===== src/rtl/devScanPkg.sv =====
package devScanPkg;

  typedef enum logic [2:0] {
    S_IDLE,
    S_ISSUE_CLS,
    S_WAIT_CLS,
    S_ISSUE_BAR,
    S_WAIT_BAR,
    S_REPORT,
    S_FINISH
  } scanState_e;

  // strobes from control to datapath
  typedef struct packed {
    logic clearLoc;
    logic stepFunc;
    logic stepSlot;
    logic loadBase;
    logic selBar;
  } pathCtl_t;

endpackage


===== src/rtl/devScanPath.sv =====
module devScanPath
  import devScanPkg::*;
#(
  parameter int unsigned BUS_W      = 5,
  parameter int unsigned SLOT_W     = 5,
  parameter int unsigned FUNC_W     = 3,
  parameter int unsigned DATA_W     = 32,
  parameter int unsigned OFF_W      = 8,
  parameter int unsigned CLASS_CODE = 32'h000C_0010,
  parameter int unsigned CLASS_OFF  = 8'h08,
  parameter int unsigned BAR_OFF    = 8'h10,
  parameter int unsigned FLAG_BITS  = 4
) (
  input  logic              clk,
  input  logic              rstN,
  input  pathCtl_t          ctl,
  input  logic [DATA_W-1:0] rspData,
  output logic [BUS_W-1:0]  curBus,
  output logic [SLOT_W-1:0] curSlot,
  output logic [FUNC_W-1:0] curFunc,
  output logic [OFF_W-1:0]  reqOffset,
  output logic [DATA_W-1:0] baseReg,
  output logic              isTarget,
  output logic              atEnd,
  output logic              atLastSlot
);
  localparam int unsigned LOC_W  = BUS_W + SLOT_W + FUNC_W;
  localparam int unsigned SLOC_W = BUS_W + SLOT_W;
  localparam int unsigned CODE_W = DATA_W - 8;

  logic [LOC_W-1:0] loc;
  logic isAbsent;

  always_ff @(posedge clk) begin
    if (!rstN) begin
      loc <= '0;
    end else if (ctl.clearLoc) begin
      loc <= '0;
    end else if (ctl.stepFunc) begin
      loc <= loc + LOC_W'(1);
    end else if (ctl.stepSlot) begin
      loc <= {loc[LOC_W-1:FUNC_W] + SLOC_W'(1), {FUNC_W{1'b0}}};
    end
  end

  always_ff @(posedge clk) begin
    if (!rstN) begin
      baseReg <= '0;
    end else if (ctl.loadBase) begin
      baseReg <= {rspData[DATA_W-1:FLAG_BITS], {FLAG_BITS{1'b0}}};
    end
  end

  always_comb begin
    isAbsent   = (rspData == {DATA_W{1'b1}});
    isTarget   = !isAbsent && (rspData[DATA_W-1:8] == CODE_W'(CLASS_CODE));
    atEnd      = (loc == {LOC_W{1'b1}});
    atLastSlot = (loc[LOC_W-1:FUNC_W] == {SLOC_W{1'b1}});
    reqOffset  = ctl.selBar ? OFF_W'(BAR_OFF) : OFF_W'(CLASS_OFF);
    {curBus, curSlot, curFunc} = loc;
  end

endmodule


===== src/rtl/devScanCtrl.sv =====
module devScanCtrl
  import devScanPkg::*;
(
  input  logic     clk,
  input  logic     rstN,
  input  logic     start,
  input  logic     enable,
  input  logic     rspValid,
  input  logic     ctrlDone,
  input  logic     isTarget,
  input  logic     atEnd,
  input  logic     atLastSlot,
  output pathCtl_t ctl,
  output logic     reqValid,
  output logic     matchValid,
  output logic     scanDone
);
  scanState_e state, nextState;

  always_ff @(posedge clk) begin
    if (!rstN) state <= S_IDLE;
    else       state <= nextState;
  end

  always_comb begin
    nextState  = state;
    ctl        = '0;
    reqValid   = 1'b0;
    matchValid = 1'b0;
    scanDone   = 1'b0;
    unique case (state)
      S_IDLE: begin
        if (start) begin
          if (enable) begin
            ctl.clearLoc = 1'b1;
            nextState    = S_ISSUE_CLS;
          end else begin
            nextState    = S_FINISH;
          end
        end
      end
      S_ISSUE_CLS: begin
        reqValid  = 1'b1;
        nextState = S_WAIT_CLS;
      end
      S_WAIT_CLS: begin
        if (rspValid) begin
          if (isTarget) begin
            nextState = S_ISSUE_BAR;
          end else if (atEnd) begin
            nextState = S_FINISH;
          end else begin
            ctl.stepFunc = 1'b1;
            nextState    = S_ISSUE_CLS;
          end
        end
      end
      S_ISSUE_BAR: begin
        reqValid   = 1'b1;
        ctl.selBar = 1'b1;
        nextState  = S_WAIT_BAR;
      end
      S_WAIT_BAR: begin
        ctl.selBar = 1'b1;
        if (rspValid) begin
          ctl.loadBase = 1'b1;
          nextState    = S_REPORT;
        end
      end
      S_REPORT: begin
        matchValid = 1'b1;
        if (ctrlDone) begin
          if (atLastSlot) begin
            nextState = S_FINISH;
          end else begin
            ctl.stepSlot = 1'b1;
            nextState    = S_ISSUE_CLS;
          end
        end
      end
      S_FINISH: begin
        scanDone  = 1'b1;
        nextState = S_IDLE;
      end
      default: nextState = S_IDLE;
    endcase
  end

endmodule


===== src/rtl/devScan.sv =====
module devScan
  import devScanPkg::*;
#(
  parameter int unsigned BUS_W      = 5,
  parameter int unsigned SLOT_W     = 5,
  parameter int unsigned FUNC_W     = 3,
  parameter int unsigned DATA_W     = 32,
  parameter int unsigned OFF_W      = 8,
  parameter int unsigned CLASS_CODE = 32'h000C_0010,
  parameter int unsigned CLASS_OFF  = 8'h08,
  parameter int unsigned BAR_OFF    = 8'h10,
  parameter int unsigned FLAG_BITS  = 4
) (
  input  logic              clk,
  input  logic              rstN,
  input  logic              start,
  input  logic              enable,
  output logic              reqValid,
  output logic [BUS_W-1:0]  reqBus,
  output logic [SLOT_W-1:0] reqSlot,
  output logic [FUNC_W-1:0] reqFunc,
  output logic [OFF_W-1:0]  reqOffset,
  input  logic              rspValid,
  input  logic [DATA_W-1:0] rspData,
  output logic              matchValid,
  output logic [BUS_W-1:0]  matchBus,
  output logic [SLOT_W-1:0] matchSlot,
  output logic [FUNC_W-1:0] matchFunc,
  output logic [DATA_W-1:0] matchBase,
  input  logic              ctrlDone,
  output logic              scanDone
);
  pathCtl_t ctl;
  logic isTarget, atEnd, atLastSlot;
  logic [BUS_W-1:0]  curBus;
  logic [SLOT_W-1:0] curSlot;
  logic [FUNC_W-1:0] curFunc;

  devScanCtrl i_ctrl (
    .clk(clk), .rstN(rstN), .start(start), .enable(enable),
    .rspValid(rspValid), .ctrlDone(ctrlDone), .isTarget(isTarget),
    .atEnd(atEnd), .atLastSlot(atLastSlot), .ctl(ctl),
    .reqValid(reqValid), .matchValid(matchValid), .scanDone(scanDone)
  );

  devScanPath #(
    .BUS_W(BUS_W), .SLOT_W(SLOT_W), .FUNC_W(FUNC_W), .DATA_W(DATA_W),
    .OFF_W(OFF_W), .CLASS_CODE(CLASS_CODE), .CLASS_OFF(CLASS_OFF),
    .BAR_OFF(BAR_OFF), .FLAG_BITS(FLAG_BITS)
  ) i_path (
    .clk(clk), .rstN(rstN), .ctl(ctl), .rspData(rspData),
    .curBus(curBus), .curSlot(curSlot), .curFunc(curFunc),
    .reqOffset(reqOffset), .baseReg(matchBase), .isTarget(isTarget),
    .atEnd(atEnd), .atLastSlot(atLastSlot)
  );

  // the location register serves both the request and the report
  assign reqBus    = curBus;
  assign reqSlot   = curSlot;
  assign reqFunc   = curFunc;
  assign matchBus  = curBus;
  assign matchSlot = curSlot;
  assign matchFunc = curFunc;

endmodule


===== config.mk =====
export PLATFORM = sky130hd
export DESIGN_NAME = devScan
export DESIGN_NICKNAME = d
export VERILOG_FILES = /design/src/rtl/devScanPkg.sv /design/src/rtl/devScanPath.sv /design/src/rtl/devScanCtrl.sv /design/src/rtl/devScan.sv
export SDC_FILE = /design/constraint.sdc
export NUM_CORES = 1
export LEC_CHECK = 0
export CAP_MARGIN = 20
export CORE_ASPECT_RATIO = 1.4
export CORE_MARGIN = 2
export CORE_UTILIZATION = 42
export CTS_CLUSTER_DIAMETER = 200
export DETAILED_ROUTE_END_ITERATION = 16
export GPL_TIMING_DRIVEN = 0
export PLACE_DENSITY = 0.8
export SYNTH_ARGS = -nofsm -noshare
export SYNTH_HDL_FRONTEND = slang
export SYNTH_SLANG_ARGS = --single-unit

===== constraint.sdc =====
create_clock -name clk -period 2.3 [get_ports clk]
set_input_delay 0.575 -clock clk [delete_from_list [all_inputs] [get_ports clk]]
set_output_delay 0.575 -clock clk [all_outputs]
set_load 0.02 [all_outputs]

==> impl_metrics.json <==
{
  "slew_headroom_pct": 63.24,
  "r2r_setup_slack_ns": 0.18,
  "r2r-start": "i_path.loc[11]",
  "path_class": "in2reg",
  "yosys.cell_types.count": 47,
  "vdd_drop_max_mv": 0.2198,
  "die_w_microns": 68.32,
  "initial_core_util_pct": 43.71,
  "ys_ff_latch": 44,
  "crit_arrival_ns": 2.54,
  "grt_start_max_net_pins": 16,
  "grt_remaining_overflow": 0,
  "clockBufferDepth": 2,
  "remaining_drc_errors": 0,
  "status": "finished with violations",
  "final_cell_mix": "clkdlybuf4s50_1, nand2_1, dfxtp_1, a21boi_0, buf_4",
  "cts_hold_buf": 0,
  "grt_pass1_vias": 2205,
  "violations": "setup timing",
  "p_per_area_nw_per_um2": 449.2,
  "grt_pass1_wl_mm": 10.03,
  "row_count": 32,
  "dp_hpwl_mm": 5.021,
  "hold_class": "reg2reg",
  "leakagePower_nw": 1.310,
  "cp-start-kind": "input pin",
  "yosysSeqAreaShare_pct": 36.21,
  "report.final.slew_viol_count": 0,
  "place.gp.congestion": 0.8782,
  "drt_iter0_markers": 146,
  "ios": 107,
  "ys.flop_type": "dfxtp_1",
  "synth_top_family_by_area": "simple AND/OR/NAND/NOR gates",
  "synthesis.instances": 310,
  "crit_path_start": "rspData[31]",
  "synthAdderAreaFrac_pct": 1.029,
  "r2r_cells": 5,
  "setup.worst_path.end_class": "flip-flop",
  "synth_warnings": 0,
  "fmaxAchievable_ghz": 0.4338,
  "cp.required_ns": 2.54,
  "wirelength_mm": 6.634,
  "synth_compound_area_share_pct": 23.25,
  "dieArea_sq_um": 6424,
  "cts_max_level": 2,
  "first_pass_iters": 5,
  "final_nets": 462,
  "grt_use_total_pct": 19.95,
  "cts_buffers": 5,
  "rsz0062_at_grt": "yes",
  "synth_edf_count": 0,
  "cts_tree": "done",
  "final_hold_viol_count": 0,
  "muxShareOfSynthArea_pct": 1.286,
  "coreArea_sq_um": 5565,
  "vias_per_cell": 5.257,
  "n_antenna_cell": 0,
  "period_minus_slack_ns": 2.305,
  "area_growth_syn_to_layout_pct": 50.26,
  "syn_area_per_cell_sq_um": 7.846,
  "synthSimpleGateAreaFrac_pct": 27.67,
  "layout-drive-gt1-share_pct": 12.06,
  "grt_antenna_before_repair": 0,
  "drv_cap": 0,
  "vias": 2581,
  "cts_sinks": 44,
  "worstMarginPinSlew_ns": 0.5467,
  "finalSetupViolCount": 1,
  "dpl.cell_count": 480,
  "crit_end": "i_path.loc[10]",
  "die_y_microns": 94.04,
  "synth.cell_area_sq_um": 2432,
  "synthXorXnorAreaFrac_pct": 0,
  "synth-async-reset-ratio_pct": 0,
  "r2r_end": "i_path.loc[10]",
  "worst_slack_ns": -0.005123,
  "clock_skew_ns": 0.005072,
  "cp_max_fo": 4,
  "final_cells": 491,
  "timing.final.crit_share_pct": 100.2,
  "insertion_delay_ns": 0.29,
  "final_common_cell": "clkdlybuf4s50_1",
  "drtAntennaViolNets": 0,
  "clockRootBuffer": "clkbuf_8",
  "wl_per_cell_microns": 13.51,
  "clk_pin_slew_ns": 0.09,
  "worstHoldStart": "i_path.baseReg[20]",
  "io_buffers": 92,
  "dpl_worst_slack_ns": -0.4322
}
[synthesized netlist by cell type, types with 2 or more instances]
library cell / number / area [sq um]
ha_1: 2 / 25.02
nand4b_1: 2 / 17.52
o21ai_0: 3 / 15.01
a21boi_0: 28 / 210.2
nor4_1: 6 / 37.54
nand2b_1: 2 / 12.51
a311oi_1: 2 / 17.52
a211o_1: 3 / 26.28
mux2i_1: 2 / 20.02
clkbuf_1: 12 / 45.04
nand3_1: 10 / 50.05
nor3_1: 3 / 15.01
o211ai_1: 8 / 60.06
o2111ai_1: 3 / 26.28
dfxtp_1: 44 / 880.8
or3_1: 2 / 12.51
and4_1: 4 / 35.03
o31ai_1: 2 / 15.01
nor2_1: 13 / 48.80
nand4_1: 7 / 43.79
inv_1: 5 / 18.77
o21a_1: 2 / 15.01
nand3b_1: 3 / 22.52
or4_1: 2 / 15.01
buf_4: 24 / 180.2
and3_1: 3 / 18.77
a21oi_1: 11 / 55.05
nand2_1: 75 / 281.5
a21o_1: 4 / 30.03
a31oi_1: 6 / 37.54
[worst max-delay path, stage by stage]
cell	delay [ns]
clkdlybuf4s50_1	0.43
nor4_1	0.40
nand4_1	0.28
o2111a_1	0.33
or4_1	0.47
nand2_1	0.07
[repair_timing]
action	4_1_cts	5_1_grt
gates resized for setup	11	5
endpoints found under the hold margin	0	0
setup endpoints to repair	9	11
setup buffers	2	0
pin swaps	1	0
[through the flow]
step | setup TNS, ns | total power, mW | util (%) | hold WS, ns | area [sq um]
3_3_place_gp | -5.596 | 1.050 | 62.39 | 0.4505 | 3472
2_1_floorplan | 0 | 0.9331 | - | 0.5408 | 2466
4_1_cts | 0 | 1.653 | 65.27 | 0.4688 | 3632
6_report | -0.005123 | 1.642 | 65.67 | 0.4642 | 3655
5_1_grt | -0.2449 | 1.708 | 65.67 | 0.4874 | 3655
3_5_place_dp | -6.218 | 1.054 | 62.52 | 0.4564 | 3480
[power by group]
part | switching (mW) | internal [mW]
combinational | 0.127 | 0.129
sequential | 0.0124 | 0.775
clock | 0.271 | 0.327
[worst min path at each step]
| stage | end | slack, ns | cells past startpoint |
|---|---|---|---|
| 6_report | i_path.baseReg[20] | 0.46 | 2 |
| 5_1_grt | i_path.baseReg[4] | 0.49 | 2 |
| 4_1_cts | i_path.baseReg[27] | 0.47 | 2 |
| 3_5_place_dp | i_path.baseReg[4] | 0.46 | 2 |
| 3_3_place_gp | i_path.baseReg[5] | 0.45 | 2 |
| 2_1_floorplan | i_path.baseReg[10] | 0.54 | 2 |
[registers in the layout (all words and copies together) (netlist names)]
register and count:
i_path.baseReg 28, i_path.loc 13, i_ctrl.state 3
[kinds of logic (layout without fill, tap and decap cells)]
logic type      after synthesis  count (layout)
buf+inv                      43             147
other cells                   1              10
mux                           3               3
compound gates               78              78
simple gates                139             139
fa+ha+maj                     2               2
flops                        44              44
[area by class of cell]
| class | instances | area (sq um) |
|---|---|---|
| Inverter | 6 | 23.77 |
| Tap cell | 68 | 85.08 |
| Clock inverter | 3 | 46.29 |
| Clock buffer | 5 | 68.82 |
| Sequential cell | 44 | 883.3 |
| Fill cell | 512 | 1911 |
| Multi-Input combinational cell | 232 | 1366 |
| Timing Repair Buffer | 96 | 944.7 |
| Buffer | 37 | 236.5 |
[metal layers]
metal,up-vias,track usage [%],share of wire (%)
met5,-,0,0
met4,0,6.833,1.4
met3,10,3.237,6.9
met2,103,36.00,50
met1,1167,22.96,41
li1,1301,-,-
Note: power is estimated with default switching activity, not from simulation.
